[config.mk]
export PLATFORM = sky130hd
export DESIGN_NAME = burst_addr_gen
export DESIGN_NICKNAME = d
export VERILOG_FILES = /design/src/rtl/burst_ctr_pkg.sv /design/src/rtl/bag_start_reg.sv /design/src/rtl/bag_beat_cnt.sv /design/src/rtl/bag_order_map.sv /design/src/rtl/burst_addr_gen.sv
export SDC_FILE = /design/constraint.sdc
export NUM_CORES = 1
export LEC_CHECK = 0
export BUFFER_PORTS_ARGS = -buffer_cell sky130_fd_sc_hd__buf_4
export CORE_MARGIN = 4
export CORE_UTILIZATION = 45
export CTS_BUF_LIST = sky130_fd_sc_hd__clkbuf_16
export DETAILED_ROUTE_END_ITERATION = 10
export GPL_TIMING_DRIVEN = 0
export PLACE_DENSITY_LB_ADDON = 0.2
export SETUP_SLACK_MARGIN = 0.3
export SYNTH_ARGS = -nofsm -noshare
export SYNTH_HDL_FRONTEND = slang
export SYNTH_SLANG_ARGS = --single-unit
[constraint.sdc]
create_clock -name clk -period 2.1 [get_ports clk]
set_input_delay 0.21 -clock clk [delete_from_list [all_inputs] [get_ports clk]]
set_output_delay 0.21 -clock clk [all_outputs]
set_load 0.01 [all_outputs]
[src/rtl/burst_ctr_pkg.sv]
package burst_ctr_pkg;

   // Which burst orders an instance builds.
   typedef enum logic [1:0] {
      ORD_BOTH       = 2'd0,
      ORD_LINEAR     = 2'd1,
      ORD_INTERLEAVE = 2'd2
   } order_set_e;

   // Linear beat: start plus beat count, wrapping in the field width.
   function automatic logic [3:0] lin_beat(input logic [3:0] start, input logic [3:0] beat);
      return start + beat;
   endfunction

   // Interleaved beat: start XORed with the beat count.
   function automatic logic [3:0] ilv_beat(input logic [3:0] start, input logic [3:0] beat);
      return start ^ beat;
   endfunction

endpackage

[src/rtl/bag_start_reg.sv]
module bag_start_reg #(
   parameter int ADDR_W = 18
) (
   input  logic              clk,
   input  logic              rst_n,
   input  logic              load_i,
   input  logic [ADDR_W-1:0] start_addr_i,
   output logic [ADDR_W-1:0] start_q_o
);

   logic [ADDR_W-1:0] start_q;

   always_ff @(posedge clk or negedge rst_n) begin
      if (!rst_n) begin
         start_q <= '0;
      end else if (load_i) begin
         start_q <= start_addr_i;
      end
   end

   assign start_q_o = start_q;

endmodule

[src/rtl/bag_beat_cnt.sv]
module bag_beat_cnt #(
   parameter int BURST_W = 2
) (
   input  logic               clk,
   input  logic               rst_n,
   input  logic               load_i,
   input  logic               adv_n_i,
   output logic [BURST_W-1:0] beat_o
);

   logic [BURST_W-1:0] beat_q;
   logic [BURST_W-1:0] beat_d;

   // A load wins over an advance and restarts the count.
   always_comb begin
      beat_d = beat_q;
      if (load_i) begin
         beat_d = '0;
      end else if (!adv_n_i) begin
         beat_d = beat_q + 1'b1;
      end
   end

   always_ff @(posedge clk or negedge rst_n) begin
      if (!rst_n) begin
         beat_q <= '0;
      end else begin
         beat_q <= beat_d;
      end
   end

   assign beat_o = beat_q;

endmodule

[src/rtl/bag_order_map.sv]
module bag_order_map
   import burst_ctr_pkg::*;
#(
   parameter int         BURST_W   = 2,
   parameter order_set_e ORDER_SET = ORD_BOTH
) (
   input  logic [BURST_W-1:0] start_low_i,
   input  logic [BURST_W-1:0] beat_i,
   input  logic               order_sel_i,
   output logic [BURST_W-1:0] low_o
);

   logic [3:0] start_ext;
   logic [3:0] beat_ext;
   logic [3:0] lin_full;
   logic [3:0] ilv_full;
   logic [BURST_W-1:0] lin_low;
   logic [BURST_W-1:0] ilv_low;

   assign start_ext = 4'(start_low_i);
   assign beat_ext  = 4'(beat_i);
   assign lin_full  = lin_beat(start_ext, beat_ext);
   assign ilv_full  = ilv_beat(start_ext, beat_ext);
   assign lin_low   = lin_full[BURST_W-1:0];
   assign ilv_low   = ilv_full[BURST_W-1:0];

   generate
      if (ORDER_SET == ORD_LINEAR) begin : g_lin_only
         logic unused_sel;
         logic [BURST_W-1:0] unused_ilv;
         assign unused_sel = order_sel_i;
         assign unused_ilv = ilv_low;
         assign low_o = lin_low;
      end else if (ORDER_SET == ORD_INTERLEAVE) begin : g_ilv_only
         logic unused_sel;
         logic [BURST_W-1:0] unused_lin;
         assign unused_sel = order_sel_i;
         assign unused_lin = lin_low;
         assign low_o = ilv_low;
      end else begin : g_both
         assign low_o = order_sel_i ? ilv_low : lin_low;
      end
   endgenerate

   if (BURST_W < 4) begin : g_unused_hi
      logic [3-BURST_W:0] unused_hi;
      assign unused_hi = lin_full[3:BURST_W] ^ ilv_full[3:BURST_W];
   end

endmodule

[src/rtl/burst_addr_gen.sv]
module burst_addr_gen
   import burst_ctr_pkg::*;
#(
   parameter int         ADDR_W    = 18,
   parameter int         BURST_W   = 2,
   parameter order_set_e ORDER_SET = ORD_BOTH
) (
   input  logic              clk,
   input  logic              rst_n,
   input  logic              load_i,
   input  logic [ADDR_W-1:0] start_addr_i,
   input  logic              adv_n_i,
   input  logic              order_sel_i,
   output logic [ADDR_W-1:0] addr_o
);

   localparam int BEATS = 1 << BURST_W;

   if (BURST_W < 1 || BURST_W > 4) begin : g_bad_burst
      $error("burst_addr_gen: BURST_W must be 1..4");
   end
   if (ADDR_W <= BURST_W) begin : g_bad_addr
      $error("burst_addr_gen: ADDR_W must exceed BURST_W");
   end
   if (BEATS < 2) begin : g_bad_beats
      $error("burst_addr_gen: burst needs at least two beats");
   end

   logic [ADDR_W-1:0]  start_q;
   logic [BURST_W-1:0] beat;
   logic [BURST_W-1:0] low;

   bag_start_reg #(.ADDR_W(ADDR_W)) u_start (
      .clk          (clk),
      .rst_n        (rst_n),
      .load_i       (load_i),
      .start_addr_i (start_addr_i),
      .start_q_o    (start_q)
   );

   bag_beat_cnt #(.BURST_W(BURST_W)) u_beat (
      .clk     (clk),
      .rst_n   (rst_n),
      .load_i  (load_i),
      .adv_n_i (adv_n_i),
      .beat_o  (beat)
   );

   bag_order_map #(.BURST_W(BURST_W), .ORDER_SET(ORDER_SET)) u_map (
      .start_low_i (start_q[BURST_W-1:0]),
      .beat_i      (beat),
      .order_sel_i (order_sel_i),
      .low_o       (low)
   );

   assign addr_o = {start_q[ADDR_W-1:BURST_W], low};

endmodule

Yosys cells after proc, flatten, opt, wreduce, memory -nomap -nowiden:

Index checks and enable logic that the tools add are counted.

* bitwise operators: 1
* add/sub/neg operators: 2
* mux-type cells: 3
* equal/unequal tests: 1

Operators with widths (number)
* $mux W2: 3
* $add A2 B1 Y2 const B: 1
* $add A2 B2 Y2: 1
* $ne A2 B2 Y1 const B: 1
* $xor A2 B2 Y2: 1

* output and inout port bits: 18
* input port bits: 23
* logic and storage cells: 9
* register bits after elaboration: 20

Depth between registers and ports, before layout:

Gate-level depths: netlist of run 1.

* depth after elaboration: 3
* mapped depth: 3
* gate-level depth less buffers: 3

By module:

A second synthesis of run 1 with hierarchy kept.

* cells, all modules: 50
* area, all modules: 858.3 um2

By module, submodules not included
* bag_start_reg: times used 1, sequential area each 450.4 um2, cells an instance 38, area an instance 721.9 um2
* bag_beat_cnt: times used 1, sequential area each 50.0 um2, cells an instance 8, area an instance 100.1 um2
* bag_order_map: times used 1, sequential area each 0.0 um2, cells an instance 4, area an instance 36.3 um2

Worst setup path before layout of run 1:

Ideal clock, no wire load.

* path kind: register to output
* from: register u_start.start_q[0] (netlist: u_start.start_q_o[0])
* to: output addr_o[1]
* required time: 1.890 ns
* buffers on the path: 0
* slack: 0.998 ns
* data arrival time: 0.892 ns
* cell stages (with the launch flop): 4
* path through: dfrtp_1 ha_1 nor2b_1 xnor2_1

* cells in the longest elaborated chain, start to end: 2

RTL lines
* start: declaration: RTL line bag_start_reg.sv:11 `logic [ADDR_W-1:0] start_q;`
* start signal: assignment: RTL line bag_start_reg.sv:17 `start_q <= start_addr_i;`
* $add A2 B2 Y2: RTL line burst_ctr_pkg.sv:12 `return start + beat;`
* $mux W2: RTL line bag_order_map.sv:41 `assign low_o = order_sel_i ? ilv_low : lin_low;`
* end: declaration: RTL line burst_addr_gen.sv:14 `output logic [ADDR_W-1:0] addr_o`

Every way passes these cells.

Worst setup path after layout of run 1:

* from: register u_beat.beat_q[0] (netlist: u_beat.beat_o[0])
* to: output addr_o[1]

* cells in the longest elaborated chain, start to end: 2

RTL lines
* start: declaration: RTL line bag_beat_cnt.sv:11 `logic [BURST_W-1:0] beat_q;`
* start signal: assignment: RTL line bag_beat_cnt.sv:28 `beat_q <= beat_d;`
* $add A2 B2 Y2: RTL line burst_ctr_pkg.sv:12
* $mux W2: RTL line bag_order_map.sv:41

Every way passes these cells.

==> results of run 1 <==
==> worst max path at each step <==
| stage | from | endpoint | depth (start not counted) |
|---|---|---|---|
| after floorplan | u_start.start_q_o[0] | addr_o[1] | 3 |
| after global placement | u_beat.beat_o[0] | addr_o[1] | 4 |
| after detailed placement | u_beat.beat_o[0] | addr_o[1] | 4 |
| after CTS | u_beat.beat_o[0] | addr_o[1] | 4 |
| after global routing | u_beat.beat_o[0] | addr_o[1] | 4 |
| final | u_beat.beat_o[0] | addr_o[1] | 4 |
==> area by class of cell <==
type / count / area [µm²] / share of cell area
buffer: 18 / 143 / 0.102
timing repair buffer: 40 / 303 / 0.217
clock buffer: 3 / 75.1 / 0.0538
tap: 27 / 33.8 / 0.0242
sequential: 20 / 500 / 0.358
multi-input combinational: 27 / 338 / 0.242
clock inverter: 1 / 3.75 / 0.00269
==> routing by layer <==
metal  up-vias  GRT usage
met5         -          0
met2        20      0.240
li1        287          -
met3         2     0.0327
met4         0     0.0747
met1       294      0.138
==> report_power, final <==
part | internal (W) | leakage [nW] | total [W] | switching (W)
logic | 0.000172 | 0.455 | 0.000251 | 0.0000798
registers | 0.000424 | 0.237 | 0.000447 | 0.0000232
clock network | 0.000253 | 0.0385 | 0.000384 | 0.000131
==> cell families (layout without fill, tap and decap cells) <==
logic type | Yosys count | count (layout) | share of synthesized area
buffers and inverters | 18 | 62 | 0.145
DFF | 20 | 20 | 0.510
xor gates and xnor gates | 3 | 3 | 0.0268
adders and majority gates | 1 | 1 | 0.0128
and+or+nand+nor | 5 | 5 | 0.0293
muxes | 18 | 18 | 0.276
==> sequential cells by signal, indices dropped and copies added (netlist names) <==
register / count
u_start.start_q_o: 18
u_beat.beat_o: 2
==> worst reg2reg max path: cells and delay by family, from the launching register on <==
family / cells / cell delay (ns)
DFF: 1 / 0.40
and+or+nand+nor: 2 / 0.24
xor gates and xnor gates: 1 / 0.15
==> layout by cell type (no fill, tap or decap), drive strengths merged <==
cell type and n:
nor3 1, dfrtp 20, clkinv 1, and2b 1, xnor2 3, dlygate4sd3 1
mux2 18, buf 57, nor2 1, clkbuf 3, ha 1, nor2b 2
==> metrics by stage <==
stage	power (W)	std cells	util	hold WS [ns]	setup WS, ns
after floorplan	0.000595	65	-	-0.0856	0.998
after global placement	0.000699	131	0.647	0.0998	0.954
after detailed placement	0.000706	131	0.647	0.102	0.898
after CTS	0.00110	136	0.691	0.185	0.628
after global routing	0.00113	136	0.691	0.185	0.593
final	0.00108	136	0.691	0.188	0.645
==> impl_metrics.env, run 1 <==
export IMPL_outcome="finished clean"
export IMPL_num_vias=603
export IMPL_drt_met1_wl_um=694
export IMPL_critical_path_reg2reg_endpoint="u_beat.beat_o[1]"
export IMPL_route_detailed_drc=0
export IMPL_grt_pass1_wl_mm=2.77
export IMPL_r2r_worst_path_depth=3
export IMPL_antennaDiodeCount=0
export IMPL_timing_max_slew_rel_slack=0.833
export IMPL_setup_viol=0
export IMPL_grt_start_max_net_pins=21
export IMPL_floorplan_initialDensity=0.485
export IMPL_async_reset_ff_frac=1.00
export IMPL_cts_num_sinks=20
export IMPL_detailed_place_area_um2=1310
export IMPL_rsz0062_at_grt="no"
export IMPL_drv_slew=0
export IMPL_fillerInstances=167
export IMPL_critPathRequiredTime_ns=1.89
export IMPL_die_area_um2=2990
export IMPL_wire_per_inst_um=13.1
export IMPL_power_per_cell_area_nw_per_um2=775
export IMPL_yosys_top_cells_area="sky130_fd_sc_hd__dfrtp_1 51%, sky130_fd_sc_hd__mux2_4 28%, sky130_fd_sc_hd__buf_4 12%"
export IMPL_synth_largest_area_cell="sky130_fd_sc_hd__dfrtp_1"
export IMPL_cp_start_kind="register"
export IMPL_yosys_warnings=0
export IMPL_setup_reg_to_reg_worst_slack_ns=1.20
export IMPL_max_cap_violations=0
export IMPL_syn_avg_cell_area_um2=15.1
export IMPL_syn_inst=65
export IMPL_number_of_vias_per_cell=4.43
export IMPL_hold_buffers=1
export IMPL_cts_tree="done"
export IMPL_num_nets_final=134
export IMPL_yosysSeqAreaShare=0.510
export IMPL_fin_setup_tns_ns=0
export IMPL_ctsResizeCount=0
export IMPL_synth_top_flop_cell="sky130_fd_sc_hd__dfrtp_1"
export IMPL_crit_path_max_incr_delay_ns=0.40
export IMPL_gr_total_overflow=0
export IMPL_critical_path_reg2reg_startpoint="u_beat.beat_o[0]"
export IMPL_drt_wl_total_mm=1.78
export IMPL_die_w_um=54.7
export IMPL_finalClockSkew_ns=0.000316
export IMPL_period_needed_ns=1.45
export IMPL_clock_path_buffers=2
export IMPL_synth_area_um2=981
export IMPL_yosys_top_cells_count="20 x sky130_fd_sc_hd__dfrtp_1, 18 x sky130_fd_sc_hd__mux2_4, 16 x sky130_fd_sc_hd__buf_4, 3 x sky130_fd_sc_hd__xnor2_1"
export IMPL_hold_path_class="in2reg"
export IMPL_most_frequent_cell_after_synthesis="sky130_fd_sc_hd__dfrtp_1"
export IMPL_drt_pass1_iterations=2
export IMPL_drt_first_iter_violations=4
export IMPL_place_congestion=0.610
export IMPL_drive_above_1_share=0.716
export IMPL_grt_pass1_vias=649
export IMPL_pin_count=41
export IMPL_num_cts_buffers=3
export IMPL_critical_path_slowest_cell="sky130_fd_sc_hd__dfrtp_1"
export IMPL_worst_hold_path_endpoint="u_start.start_q_o[2]"
export IMPL_detail_route_antenna_nets=0
export IMPL_synthDominantCellAreaShare=0.510
export IMPL_track_usage=0.133
export IMPL_htreeDepth=1
export IMPL_synth_seq_cells=20
export IMPL_worstHoldPathCells=2
export IMPL_chipHeight_um=54.7
export IMPL_syn_nets=89
export IMPL_tightestPinTransition_ns=0.251
export IMPL_layout_worst_path_cycle_share=0.693
export IMPL_max_vdd_ir_drop_v=0.000492
export IMPL_topRoutingLayerUsed="met4"
export IMPL_worst_setup_hold_path_clk_slew_ns=0.05
export IMPL_timing_hold_worst_start="start_addr_i[2]"
export IMPL_hold_violations=0
export IMPL_worstPathCellList="ha_1 > nor2b_1 > xnor2_1 > buf_4"
export IMPL_rows=16
export IMPL_synthDistinctLibCells=10
export IMPL_post_route_cell_area_um2=1400
export IMPL_number_of_antenna_violations_at_the_first_check_in_global_routing=0
export IMPL_clk_insertion_delay_late_ns=0.25
export IMPL_clk_root_buffer_cell="sky130_fd_sc_hd__clkbuf_16"
export IMPL_cp_top_family="flip-flops"
export IMPL_worstSetupEndpointType="primary output"
export IMPL_portBuffers=39
export IMPL_crit_buf_inv=1
export IMPL_wl_met3_um=105
export IMPL_met2RoutedLength_um=957
export IMPL_path_class="reg2out"
export IMPL_timing_critical_path_fanout_max=3
export IMPL_fmax_mhz=687
export IMPL_synth_enable_flop_cells=0
export IMPL_synthToLayoutAreaGrowth_pct=42.3
export IMPL_cp_data_arrival_time_ns=1.24
export IMPL_postCtsSetupBuffers=0
export IMPL_power_leakage_nw=0.730
export IMPL_core_area_um2=2020
(Power assumes the default switching activity.)
==> inputs of run 2 (changes only) <==
--- a/config.mk
+++ b/config.mk
@@ -5,9 +5,11 @@
 export SDC_FILE = /design/constraint.sdc
 export NUM_CORES = 1
 export LEC_CHECK = 0
+export ABC_AREA = 1
 export BUFFER_PORTS_ARGS = -buffer_cell sky130_fd_sc_hd__buf_4
+export CORE_ASPECT_RATIO = 1.75
 export CORE_MARGIN = 4
-export CORE_UTILIZATION = 45
+export CORE_UTILIZATION = 41
 export CTS_BUF_LIST = sky130_fd_sc_hd__clkbuf_16
 export DETAILED_ROUTE_END_ITERATION = 10
 export GPL_TIMING_DRIVEN = 0
==> constraint.sdc (replaced) <==
create_clock -name clk -period 1.32 [get_ports clk]
set_input_delay 0.132 -clock clk [delete_from_list [all_inputs] [get_ports clk]]
set_output_delay 0.132 -clock clk [all_outputs]
set_load 0.01 [all_outputs]
==> run 2 against run 1 <==
Synthesized cell count is 78% higher; critical endpoint unchanged; register-to-register slack worse by 0.73 ns; cell count is 39% higher; critical path type unchanged; power is 60% higher; sequential power is 57% higher; sequential share of layout area is 3.1 points lower; via count is 40% higher; sequential cell count stayed put; clock power is 58% higher; global-route usage is 0.33 points higher; combinational power is 67% higher; clock skew hardly changed.
==> impl_metrics.env, run 2 <==
export IMPL_worstPathCellList="ha_4 > inv_2 > nor2_1 > nand3_1 > nand2_1 > inv_2 > buf_6"
export IMPL_outcome="finished clean"
export IMPL_syn_inst=116
export IMPL_finalClockSkew_ns=0.0000746
export IMPL_clock_path_buffers=2
export IMPL_die_area_um2=3240
export IMPL_power_leakage_nw=0.845
export IMPL_pin_count=41
export IMPL_gr_total_overflow=0
export IMPL_antennaDiodeCount=0
export IMPL_clk_insertion_delay_late_ns=0.25
export IMPL_timing_hold_worst_start="adv_n_i"
export IMPL_syn_avg_cell_area_um2=8.36
export IMPL_synthToLayoutAreaGrowth_pct=57.8
export IMPL_hold_violations=0
export IMPL_tightestPinTransition_ns=0.253
export IMPL_wire_per_inst_um=10.4
export IMPL_drive_above_1_share=0.427
export IMPL_yosys_warnings=0
export IMPL_async_reset_ff_frac=1.00
export IMPL_cts_tree="done"
export IMPL_dp_hpwl_mm=1.48
export IMPL_power_per_cell_area_nw_per_um2=1130
export IMPL_synth_top_flop_cell="sky130_fd_sc_hd__dfrtp_1"
export IMPL_drt_first_iter_violations=16
export IMPL_layout_worst_path_cycle_share=0.993
export IMPL_num_nets_final=189
export IMPL_synth_area_um2=970
export IMPL_track_usage=0.136
export IMPL_grt_busiest_layer="met2"
export IMPL_drt_pass1_iterations=2
export IMPL_floorplan_initialDensity=0.427
export IMPL_die_w_um=44.8
export IMPL_route_detailed_drc=0
export IMPL_drv_slew=0
export IMPL_detail_route_antenna_nets=0
export IMPL_fmax_mhz=763
export IMPL_yosys_top_cells_area="sky130_fd_sc_hd__dfrtp_1 52%, sky130_fd_sc_hd__nand2_1 23%, sky130_fd_sc_hd__buf_4 12%"
export IMPL_post_route_cell_area_um2=1530
export IMPL_htreeDepth=1
export IMPL_num_cts_buffers=3
export IMPL_path_class="reg2out"
export IMPL_worst_setup_hold_path_clk_slew_ns=0.05
export IMPL_cp_top_family="flip-flops"
export IMPL_max_cap_violations=0
export IMPL_postLayoutCoreUtil=0.673
export IMPL_yosys_top_cells_count="59 x sky130_fd_sc_hd__nand2_1, 20 x sky130_fd_sc_hd__dfrtp_1, 16 x sky130_fd_sc_hd__buf_4, 6 x sky130_fd_sc_hd__inv_1, 4 x sky130_fd_sc_hd__nor2_1"
export IMPL_num_vias=842
export IMPL_critPathRequiredTime_ns=1.19
export IMPL_max_vdd_ir_drop_v=0.000918
export IMPL_setup_reg_to_reg_worst_slack_ns=0.47
export IMPL_layout_cells_most_common="sky130_fd_sc_hd__nand2_1"
export IMPL_use_met1=0.176
export IMPL_synth_seq_cells=20
export IMPL_number_of_antenna_violations_at_the_first_check_in_global_routing=0
export IMPL_grt_pass1_wl_mm=3.42
export IMPL_synthDominantCellAreaShare=0.516
export IMPL_synth_enable_flop_cells=0
export IMPL_synthDistinctLibCells=13
export IMPL_crit_buf_inv=3
export IMPL_critical_path_reg2reg_startpoint="u_beat.beat_o[0]"
export IMPL_detailed_place_area_um2=1300
export IMPL_clk_root_buffer_cell="sky130_fd_sc_hd__clkbuf_16"
export IMPL_grtUsageMet2=0.226
export IMPL_critical_path_slowest_cell="sky130_fd_sc_hd__dfrtp_1"
export IMPL_worstSetupEndpointType="primary output"
export IMPL_cp_start_kind="register"
export IMPL_grt_pass1_vias=808
export IMPL_grt_start_max_net_pins=21
export IMPL_timing_max_slew_rel_slack=0.831
export IMPL_most_frequent_cell_after_synthesis="sky130_fd_sc_hd__nand2_1"
export IMPL_core_area_um2=2270
export IMPL_cts_num_sinks=20
export IMPL_rows=23
export IMPL_syn_nets=140
export IMPL_path_common_cell="sky130_fd_sc_hd__inv_2"
export IMPL_place_congestion=0.688
export IMPL_largest_reg_flops=18
export IMPL_crit_path_max_incr_delay_ns=0.39
export IMPL_drt_wl_total_mm=1.97
export IMPL_synth_largest_area_cell="sky130_fd_sc_hd__dfrtp_1"
export IMPL_chipHeight_um=72.3
export IMPL_cp_data_arrival_time_ns=1.18
export IMPL_rsz0062_at_grt="yes"
export IMPL_setup_viol=0
export IMPL_period_needed_ns=1.31
export IMPL_critical_path_startpoint="u_start.start_q_o[0]"
export IMPL_grt_util_met3=0.00993
export IMPL_yosysSeqAreaShare=0.516
export IMPL_number_of_vias_per_cell=4.46
export IMPL_timing_critical_path_fanout_max=2
export IMPL_portBuffers=40
export IMPL_hold_path_class="in2reg"
export IMPL_layout_common_cells="59 x sky130_fd_sc_hd__nand2_1, 31 x sky130_fd_sc_hd__buf_4, 30 x sky130_fd_sc_hd__buf_6"
-- run 2: cells by family (layout without fill, tap and decap cells) --
group | count (synthesis) | count (layout) | share of synthesized area
AOI/OAI and AO/OA | 3 | 3 | 0.0155
and+or+nand+nor | 66 | 66 | 0.261
DFF | 20 | 20 | 0.516
adders and majority gates | 1 | 1 | 0.0129
buffers and inverters | 26 | 74 | 0.195
-- run 2: report_power, final --
part | internal (W) | switching, W
clock | 0.000403 | 0.000205
sequential | 0.000667 | 0.0000372
combinational | 0.000264 | 0.000155
total | 0.00133 | 0.000397
-- run 2: final cells by class --
| cell class | instances | area, µm² |
|---|---|---|
| fillers | 188 | 743 |
| flip-flops and latches | 20 | 500 |
| repair buffers | 44 | 400 |
| multi-input cells | 70 | 293 |
| plain buffers | 19 | 200 |
| clock buffers | 3 | 75.1 |
| well taps | 25 | 31.3 |
| inverters | 7 | 26.3 |
| clock inverters | 1 | 3.75 |
-- run 2: timing repair --
action,CTS,global route
hold buffers,1,0
gates cloned,0,0
hold endpoints to repair,20,0
setup endpoints to repair,7,18
setup buffers,0,3
resized for setup,10,22
pin swaps,2,1
-- run 2: final timing paths --
check	depth (start not counted)	endpoint
max	7	addr_o[1]
min	2	u_beat.beat_o[0]
max reg2reg	5	u_beat.beat_o[1]
min reg2reg	2	u_start.start_q_o[12]
max in group asynchronous	2	u_start.start_q_o[1]
min in group asynchronous	2	u_start.start_q_o[3]
-- run 2: metrics by stage --
step / std cells / TNS, ns / power (W) / setup WS [ns] / hold WS, ns
floorplan: 116 / 0 / 0.000884 / 0.381 / -0.164
global route: 189 / -0.0517 / 0.00183 / -0.0517 / 0.0784
global placement: 181 / 0 / 0.00104 / 0.248 / 0.0225
CTS: 186 / 0 / 0.00169 / 0.00282 / 0.0686
finish: 189 / 0 / 0.00173 / 0.00920 / 0.0681
detailed placement: 181 / 0 / 0.00105 / 0.220 / 0.0234
-- run 2: metal layers --
layer  vias up  routed length, µm
li1        428                  -
met1       382                734
met2        28               1060
met3         4                140
met4         0                 31
met5         -                  0
